<file path="src/rtl/cvs_pkg.sv">
// Package: shared types and field positions for the converter control selector.
// Assumes: the configuration register is 4 bits wide, with fields as listed below.
package cvs_pkg;

    typedef enum logic [1:0] {
        MODE_RUN   = 2'b00,
        MODE_SLEEP = 2'b01,
        MODE_OFF   = 2'b10
    } op_mode_e;

    typedef struct packed {
        op_mode_e mode;
        logic     hiz;
        logic     fmt;
    } ctrl_t;

    localparam int CFG_W       = 4;
    localparam int F_MODE_LO   = 0;
    localparam int F_HIZ       = 2;
    localparam int F_FMT       = 3;

    localparam int SYNC_W      = 5;
    // Bit positions of the lines inside the synchronized pin vector.
    localparam int IX_OE       = 0;
    localparam int IX_PWD      = 1;
    localparam int IX_SCLK     = 2;
    localparam int IX_SDATA    = 3;
    localparam int IX_CSEL     = 4;

endpackage

</file>
<file path="src/rtl/cvs_sync.sv">
// Module: cvs_sync
// Brings a vector of asynchronous pin levels into the clock domain through a
// chain of STAGES flops for each bit. Each bit resets to its bit of RST_VAL.
// Assumes: the inputs are quasi-static levels, so per-bit skew is acceptable.
module cvs_sync #(
    parameter int             W       = 5,
    parameter int             STAGES  = 2,
    parameter logic [W-1:0]   RST_VAL = '0
) (
    input  logic         clk,
    input  logic         rst_n,
    input  logic [W-1:0] d_async,
    output logic [W-1:0] q_sync
);

    logic [W-1:0] chain [STAGES];

    genvar s;
    generate
        for (s = 0; s < STAGES; s++) begin : g_stage
            if (s == 0) begin : g_first
                // Purpose: first stage samples the raw pins.
                always_ff @(posedge clk) begin
                    if (!rst_n) chain[0] <= RST_VAL;
                    else        chain[0] <= d_async;
                end
            end else begin : g_next
                // Purpose: later stages settle any metastability.
                always_ff @(posedge clk) begin
                    if (!rst_n) chain[s] <= RST_VAL;
                    else        chain[s] <= chain[s-1];
                end
            end
        end
    endgenerate

    assign q_sync = chain[STAGES-1];

endmodule

</file>
<file path="src/rtl/cvs_mode_latch.sv">
// Module: cvs_mode_latch
// Finds the first falling edge of the synchronized chip-select and sets a
// sticky serial-mode flag on it. At that same edge it captures the data line
// as the output standard.
// Assumes: cs_sync and sdata_sync come from the same synchronizer, so they
// are aligned in time.
module cvs_mode_latch (
    input  logic clk,
    input  logic rst_n,
    input  logic cs_sync,
    input  logic sdata_sync,
    output logic serial_mode,
    output logic std_latched
);

    logic cs_prev;
    logic cs_fall;

    // Purpose: remember last cycle's chip-select level for edge detection.
    always_ff @(posedge clk) begin
        if (!rst_n) cs_prev <= 1'b1;
        else        cs_prev <= cs_sync;
    end

    assign cs_fall = cs_prev & ~cs_sync;

    // Purpose: one-way switch into serial mode with capture of the standard.
    always_ff @(posedge clk) begin
        if (!rst_n) begin
            serial_mode <= 1'b0;
            std_latched <= 1'b0;
        end else if (!serial_mode && cs_fall) begin
            serial_mode <= 1'b1;
            std_latched <= sdata_sync;
        end
    end

    // serial mode is never left without reset.
    p_sticky_r6: assert property (@(posedge clk) disable iff (!rst_n)
        serial_mode |=> serial_mode);

    // a falling chip-select seen in pin mode enters serial mode next edge.
    p_enter_r5: assert property (@(posedge clk) disable iff (!rst_n)
        (!serial_mode && cs_prev && !cs_sync) |=> serial_mode);

    // the latched standard is frozen while in serial mode.
    p_std_hold_r7: assert property (@(posedge clk) disable iff (!rst_n)
        serial_mode |=> $stable(std_latched));

    // the capture takes the data line level from the switching edge.
    p_std_capture_r7: assert property (@(posedge clk) disable iff (!rst_n)
        (!serial_mode && cs_prev && !cs_sync) |=> (std_latched == $past(sdata_sync)));

endmodule

</file>
<file path="src/rtl/cvs_pin_decode.sv">
// Module: cvs_pin_decode
// Turns the synchronized static pins into the controls used in pin mode.
// Assumes: purely combinational; the inputs are already synchronized.
module cvs_pin_decode
    import cvs_pkg::*;
(
    input  logic  pwd,
    input  logic  oe,
    input  logic  sclk,
    output ctrl_t ctrl
);

    // Purpose: apply the power-down/output-enable table and the format pin.
    always_comb begin
        ctrl.fmt = sclk;
        unique case ({pwd, oe})
            2'b00: begin ctrl.mode = MODE_RUN;   ctrl.hiz = 1'b0; end
            2'b01: begin ctrl.mode = MODE_RUN;   ctrl.hiz = 1'b1; end
            2'b10: begin ctrl.mode = MODE_SLEEP; ctrl.hiz = 1'b1; end
            default: begin ctrl.mode = MODE_OFF; ctrl.hiz = 1'b1; end
        endcase
    end

    // only the both-low combination drives the outputs.
    always_comb begin
        if (!ctrl.hiz) p_pin_drive_r2: assert ({pwd, oe} == 2'b00);
    end

endmodule

</file>
<file path="src/rtl/cvs_serial_reg.sv">
// Module: cvs_serial_reg
// Configuration register used in serial mode. It takes writes only while
// serial mode is active and only at CFG_ADDR. Mode code 11 is stored as
// power-down.
// Assumes: one write at most per cycle; takes effect on the next edge.
module cvs_serial_reg
    import cvs_pkg::*;
#(
    parameter int               ADDR_W   = 4,
    parameter logic [ADDR_W-1:0] CFG_ADDR = '0
) (
    input  logic              clk,
    input  logic              rst_n,
    input  logic              serial_mode,
    input  logic              wr_en,
    input  logic [ADDR_W-1:0] wr_addr,
    input  logic [CFG_W-1:0]  wr_data,
    output ctrl_t             ctrl
);

    op_mode_e mode_q;
    logic     hiz_req_q;
    logic     fmt_q;
    logic     wr_hit;
    op_mode_e mode_in;

    assign wr_hit = wr_en && serial_mode && (wr_addr == CFG_ADDR);

    // Purpose: map the 2-bit mode field, folding the spare code into power-down.
    always_comb begin
        unique case (wr_data[F_MODE_LO +: 2])
            2'b00:   mode_in = MODE_RUN;
            2'b01:   mode_in = MODE_SLEEP;
            default: mode_in = MODE_OFF;
        endcase
    end

    // Purpose: hold the configuration fields.
    always_ff @(posedge clk) begin
        if (!rst_n) begin
            mode_q    <= MODE_RUN;
            hiz_req_q <= 1'b0;
            fmt_q     <= 1'b0;
        end else if (wr_hit) begin
            mode_q    <= mode_in;
            hiz_req_q <= wr_data[F_HIZ];
            fmt_q     <= wr_data[F_FMT];
        end
    end

    // Purpose: high-Z whenever requested or the converter is not running.
    always_comb begin
        ctrl.mode = mode_q;
        ctrl.fmt  = fmt_q;
        ctrl.hiz  = hiz_req_q | (mode_q != MODE_RUN);
    end

    // on entry to serial mode the register still has reset contents.
    p_clean_entry_r8: assert property (@(posedge clk) disable iff (!rst_n)
        $rose(serial_mode) |-> (mode_q == MODE_RUN && !hiz_req_q && !fmt_q));

    // a write that misses the address leaves the register unchanged.
    p_addr_miss_r9: assert property (@(posedge clk) disable iff (!rst_n)
        (wr_en && wr_addr != CFG_ADDR) |=> ($stable(mode_q) && $stable(hiz_req_q) && $stable(fmt_q)));

endmodule

</file>
<file path="src/rtl/conv_ctrl_select.sv">
// Module: conv_ctrl_select (top)
// Control front end of a data converter. It synchronizes the pins, picks pin
// or serial control and drives the resolved operating controls.
// Assumes: rst_n is synchronous and also acts as the power-down that leaves
// serial mode.
module conv_ctrl_select
    import cvs_pkg::*;
#(
    parameter int               ADDR_W      = 4,
    parameter logic [ADDR_W-1:0] CFG_ADDR    = '0,
    parameter int               SYNC_STAGES = 2
) (
    input  logic              clk,
    input  logic              rst_n,
    input  logic              pin_csel,
    input  logic              pin_sdata,
    input  logic              pin_sclk,
    input  logic              pin_pwd,
    input  logic              pin_oe,
    input  logic              reg_wr_en,
    input  logic [ADDR_W-1:0] reg_wr_addr,
    input  logic [CFG_W-1:0]  reg_wr_data,
    output logic [1:0]        op_mode,
    output logic              out_hiz,
    output logic              out_std,
    output logic              data_fmt,
    output logic              serial_mode
);

    localparam logic [SYNC_W-1:0] SYNC_RST = SYNC_W'(1) << IX_CSEL;

    logic [SYNC_W-1:0] pins_raw;
    logic [SYNC_W-1:0] pins_s;
    logic              std_latched;
    ctrl_t             pin_ctrl;
    ctrl_t             reg_ctrl;
    ctrl_t             sel_ctrl;

    always_comb begin
        pins_raw           = '0;
        pins_raw[IX_OE]    = pin_oe;
        pins_raw[IX_PWD]   = pin_pwd;
        pins_raw[IX_SCLK]  = pin_sclk;
        pins_raw[IX_SDATA] = pin_sdata;
        pins_raw[IX_CSEL]  = pin_csel;
    end

    cvs_sync #(
        .W       (SYNC_W),
        .STAGES  (SYNC_STAGES),
        .RST_VAL (SYNC_RST)
    ) u_sync (
        .clk     (clk),
        .rst_n   (rst_n),
        .d_async (pins_raw),
        .q_sync  (pins_s)
    );

    cvs_mode_latch u_latch (
        .clk         (clk),
        .rst_n       (rst_n),
        .cs_sync     (pins_s[IX_CSEL]),
        .sdata_sync  (pins_s[IX_SDATA]),
        .serial_mode (serial_mode),
        .std_latched (std_latched)
    );

    cvs_pin_decode u_pins (
        .pwd  (pins_s[IX_PWD]),
        .oe   (pins_s[IX_OE]),
        .sclk (pins_s[IX_SCLK]),
        .ctrl (pin_ctrl)
    );

    cvs_serial_reg #(
        .ADDR_W   (ADDR_W),
        .CFG_ADDR (CFG_ADDR)
    ) u_reg (
        .clk         (clk),
        .rst_n       (rst_n),
        .serial_mode (serial_mode),
        .wr_en       (reg_wr_en),
        .wr_addr     (reg_wr_addr),
        .wr_data     (reg_wr_data),
        .ctrl        (reg_ctrl)
    );

    // Purpose: choose the control source and the output standard.
    always_comb begin
        sel_ctrl = serial_mode ? reg_ctrl : pin_ctrl;
        out_std  = serial_mode ? std_latched : pins_s[IX_SDATA];
    end

    assign op_mode  = sel_ctrl.mode;
    assign out_hiz  = sel_ctrl.hiz;
    assign data_fmt = sel_ctrl.fmt;

    // a converter that is not running never drives its outputs.
    p_hiz_when_idle_r2: assert property (@(posedge clk) disable iff (!rst_n)
        (op_mode != MODE_RUN) |-> out_hiz);

    // the spare mode code never reaches the output.
    p_mode_legal_r9: assert property (@(posedge clk) disable iff (!rst_n)
        op_mode != 2'b11);

    // the cycle after reset, the block is in pin mode.
    p_reset_pin_r1: assert property (@(posedge clk)
        !rst_n |=> !serial_mode);

endmodule

</file>
<file path="config.mk">
export PLATFORM = sky130hd
export DESIGN_NAME = conv_ctrl_select
export DESIGN_NICKNAME = d
export VERILOG_FILES = /design/src/rtl/cvs_pkg.sv /design/src/rtl/cvs_sync.sv /design/src/rtl/cvs_mode_latch.sv /design/src/rtl/cvs_pin_decode.sv /design/src/rtl/cvs_serial_reg.sv /design/src/rtl/conv_ctrl_select.sv
export SDC_FILE = /design/constraint.sdc
export NUM_CORES = 1
export LEC_CHECK = 0
export ABC_AREA = 1
export BUFFER_PORTS_ARGS = -buffer_cell sky130_fd_sc_hd__buf_2
export CORE_MARGIN = 10
export CORE_UTILIZATION = 25
export DETAILED_ROUTE_END_ITERATION = 16
export GPL_ROUTABILITY_DRIVEN = 0
export PLACE_DENSITY = 0.48
export SYNTH_ARGS = -nofsm -noshare
export SYNTH_HDL_FRONTEND = slang
export SYNTH_SLANG_ARGS = --single-unit
</file>
<file path="constraint.sdc">
create_clock -name clk -period 2.2 [get_ports clk]
set_input_delay 0.44 -clock clk [delete_from_list [all_inputs] [get_ports clk]]
set_output_delay 0.44 -clock clk [all_outputs]
set_load 0.005 [all_outputs]
</file>
# Word-level counts from Yosys, hierarchy flattened

Memories as Yosys holds them, arrays and structs flattened.
Cells that the tools add are included.

Equal/unequal tests: 3
Mux-type cells: 8
Bitwise logic cells: 5
Reduce and logical (&&, ||, !) cells: 8

Operators with widths:

| operator                                       | number |
|---|---|
| two-way mux 5 bit                              | 2 |
| case mux 3 bit (3 select lines)                | 1 |
| == test 2 x 1 -> 1 bit (second input constant) | 2 |
| logical NOT 2 bit                              | 2 |
| logical NOT 4 bit                              | 1 |
| two-way mux 4 bit                              | 1 |
| case mux 2 bit (2 select lines)                | 1 |
| logical AND 1 bit                              | 3 |
| two-way mux 1 bit                              | 3 |
| bitwise OR 1 bit                               | 3 |
| == test 2 bit (second input constant)          | 1 |
| nonzero test 2 bit                             | 1 |
| AND 1 bit                                      | 1 |
| logical NOT 1 bit                              | 1 |
| inverter 1 bit                                 | 1 |

Bits in registers: 7
RAM bits: 10
Input bits: 16
Output and inout bits: 6
Word-level logic and storage cells: 31
Memories: 1

Memory list:

| name         | depth | bits a word | read ports | clocked after Yosys merged registers in | wr ports | RTL line       | RTL |
|---|---|---|---|---|---|---|---|
| u_sync.chain | 2     | 5           | 2          | 0                                       | 2        | cvs_sync.sv:16 | `logic [W-1:0] chain [STAGES];` |

# Depth between registers and ports, before layout

Depth in word-level cells: 3
Depth in mapped cells: 6
Depth with buffers taken out: 6

# Cells and area by module

A second synthesis with hierarchy kept.

Cell total of the unflattened synthesis: 100
Area, all modules: 689.4 um^2

By module, submodules not included:

| module           | times used | cells each | area an instance (um^2) | sequential area each (um^2) |
|---|---|---|---|---|
| cvs_sync         | 1          | 31         | 286.5                   | 200.2 |
| cvs_serial_reg   | 1          | 33         | 205.2                   | 80.1 |
| cvs_mode_latch   | 1          | 13         | 107.6                   | 60.1 |
| conv_ctrl_select | 1          | 16         | 60.1                    | 0.0 |
| cvs_pin_decode   | 1          | 7          | 30.0                    | 0.0 |

# Worst setup path before layout

OpenSTA, ideal clock, no wires.

Path type: register to output
Start: reg u_latch.serial_mode
End: out op_mode[1]
Arrival time: 0.749 ns
Required time: 1.760 ns
Path slack: 1.011 ns
Stages on the path, launching flop included: 4
Buffers on the path: 1
Cells stage by stage: dfxtp_1 -> inv_1 -> buf_2 -> o21ai_0

Cells in the longest elaborated chain, start to end: 1

Ends and longest elaborated chain:

| item                   | RTL line               | RTL |
|---|---|---|
| from (decl)            | cvs_mode_latch.sv:12   | `output logic serial_mode,` |
| from (signal assigned) | cvs_mode_latch.sv:30   | `serial_mode <= 1'b0;` |
| from (signal assigned) | cvs_mode_latch.sv:33   | `serial_mode <= 1'b1;` |
| two-way mux 4 bit      | conv_ctrl_select.sv:90 | `sel_ctrl = serial_mode ? reg_ctrl : pin_ctrl;` |
| to (decl)              | conv_ctrl_select.sv:23 | `output logic [1:0] op_mode,` |

No other way between the ends.

# Final worst setup path

Start: reg u_latch.serial_mode
End: out op_mode[0]

The elaborated chain is that of the path after synthesis.

==> impl_metrics.yaml <==
status:
  outcome: "finished clean"
route:
  ant_nets: 0
  totalWireLength_um: 1240
  drt-vias-per-instance: 3.69
  drtIter0Drc: 19
  avgRoutedWirePerCell_um: 8.84
  vias: 517
  drc: 0
  dr.pass1.iters: 2
worst_setup_path:
  critical_path.max_stage_delay_ps: 330
  path_cells: "inv_1 -> nand2_1 -> o22ai_1 -> buf_2"
  r2r-end: "u_latch.std_latched$_SDFFE_PN0P_"
  cp_slowest_cell: "dfxtp_1"
  end_kind: "output port"
  rrSetupSlack_ps: 1210
  reg2regPathDepth: 5
  rr_startpoint: "u_latch.serial_mode$_SDFFE_PN0P_"
  arrival_ps: 1170
  crit_path_max_fanout: 12
  critical_path_required_ps: 1760
  critPathKind: "reg -> out"
  start_kind: "register"
synth:
  synthCells: 88
  syn_area_sq_um: 652
  ys_top_cells_by_area: "dfxtp_1 52%, nand2_1 14%, inv_1 11%, nor2_1 6.3%, o21ai_0 3.8%"
  synth-seq-cells: 17
  syn-num-nets: 104
  yosysSeqAreaShare: 0.522
  syn_avg_cell_area_sq_um: 7.41
  synth_top_area_share: 0.522
  yosys.area.top_type: "dfxtp_1"
  yosysWarningCount: 0
  synthDistinctLibCells: 13
sta:
  fin_skew_ps: 4.44
  hold_violations: 0
  setup_viol: 0
  rsz0062_at_grt: "false"
  holdWs_ps: 319
  max_freq_mhz: 620
  fin_crit_sh: 0.733
  tightest_slew_ps: 292
  period_needed_ps: 1610
  timing.final.max_slew_violations: 0
  relSlewSlack: 0.805
  setup_tns_ps: 0
pwr:
  leakagePower_nw: 0.471
  switchingPower_uw: 119
  p_comb_frac: 0.085
  p_seq_frac: 0.613
  clockPowerShare: 0.302
  swShare: 0.227
  internal-power_uw: 407
  power.density_nw_per_um2: 657
  ir_drop_mv: 0.473
min_path:
  min_to: "u_sync.chain[0][4]$_SDFF_PN1_"
  holdPathStages: 3
  hp-class: "in -> reg"
  hold_start: "pin_csel"
floorplan:
  core_area_sq_um: 2480
  rows: 18
  initial_utilization: 0.263
  fp.dieW_um: 71.1
  io_pins: 22
  dieHeight_um: 71.1
  die-area_sq_um: 5050
place:
  post-dp-hpwl_um: 961
  portBuffers: 21
  place_inst: 136
clocking:
  clkLatencyLatePin_ps: 280
  cts.path.max_buffers: 2
  cts_inserted_buffers: 3
  cts_resized: 0
  cts_max_level: 1
  clkSinkCount: 17
  hold_buffers: 0
  cts.clk_slew.worst_paths_ps: 100
  cts_root_buffer: "clkbuf_4"
  cts_setup_buffers: 0
  cts_tree: "yes"
finish:
  fillCellCount: 284
  utilization: 0.323
  area_growth_pct: 22.8
  drive_gt1_frac: 0.255
  layout.cells.most_common: "nand2_1"
  antenna_cells: 0
  seq_area_sq_um: 340
  final_cell_mix: "25 x nand2_1, 21 x buf_2, 19 x inv_1, 17 x dfxtp_1, 11 x nor2_1"
  final_nets: 127
  instances_no_fill: 140
  multiInputGateArea_sq_um: 219
grt:
  grt_overflow: 0
  grt_use_total: 0.0511
  grt_start_max_net_pins: 18
  grt_pass1_wl_um: 2090
  grt_pass1_vias: 487
  antenna_found_initial: 0
job:
  timing.max_cap.violations: 0
## synth_stat cells, drive strengths merged
| master | count |
|---|---|
| o21ai | 5 |
| dfxtp | 17 |
| nor3 | 1 |
| nand2 | 25 |
| inv | 19 |
| nor2 | 13 |
| buf | 3 |
| a21boi | 1 |
| o22ai | 1 |
| nand3 | 3 |
## power by group through the flow
stage	clock [mW]	combinational [mW]	sequential [mW]
2_1_floorplan	0	0.0260	0.329
3_3_place_gp	0	0.0449	0.330
3_5_place_dp	0	0.0454	0.330
4_1_cts	0.168	0.0456	0.323
5_1_grt	0.189	0.0525	0.324
6_report	0.159	0.0445	0.323
## through the flow
step	worst slack [ps]	instance area, sq um	power (mW)
floorplan	1010	652	0.355
global placement	906	773	0.375
detailed placement	882	773	0.375
CTS	556	801	0.537
global route	420	801	0.565
finish	588	801	0.526
## cells by family after synthesis
logic type	Yosys count	synth area share
flops	17	0.522
compound gates	7	0.0595
buf+inv	22	0.142
simple gates	42	0.276
## registers in the layout (all words and copies together), names as in the netlist
register,cells
u_reg.fmt_q,1
u_reg.hiz_req_q,1
u_latch.cs_prev,1
u_latch.serial_mode,1
u_reg.mode_q,2
u_sync.chain,10
u_latch.std_latched,1
## layer usage
layer	track usage	part of all wire
met5	0	0
met1	0.0607	0.54
met2	0.0692	0.36
met3	0.0363	0.092
met4	0.0194	0.0097
## critical path, delay by kind of cell, from the launching register on
kind / cells / cell delay, ps
AOI/OAI and AO/OA: 1 / 130
buffers and inverters: 2 / 360
DFF: 1 / 330
and+or+nand+nor: 1 / 80
## layout make-up
cell class,instances,share of cell area
clock buffer,3,0.0281
clock inverter,1,0.00625
inverter,19,0.0891
multi-input combinational,49,0.273
sequential,17,0.425
tap,30,0.0469
timing repair buffer,21,0.131
## worst max path at each step
stage               slack (ps)                        startpoint  depth (start not counted)         end
floorplan                 1010  u_latch.serial_mode$_SDFFE_PN0P_                          3  op_mode[1]
global placement           910  u_latch.serial_mode$_SDFFE_PN0P_                          4  op_mode[0]
detailed placement         880  u_latch.serial_mode$_SDFFE_PN0P_                          4  op_mode[0]
CTS                        560  u_latch.serial_mode$_SDFFE_PN0P_                          4  op_mode[0]
global route               420  u_latch.serial_mode$_SDFFE_PN0P_                          4     out_hiz
finish                     590  u_latch.serial_mode$_SDFFE_PN0P_                          4  op_mode[0]
(Power assumes the default switching activity.)
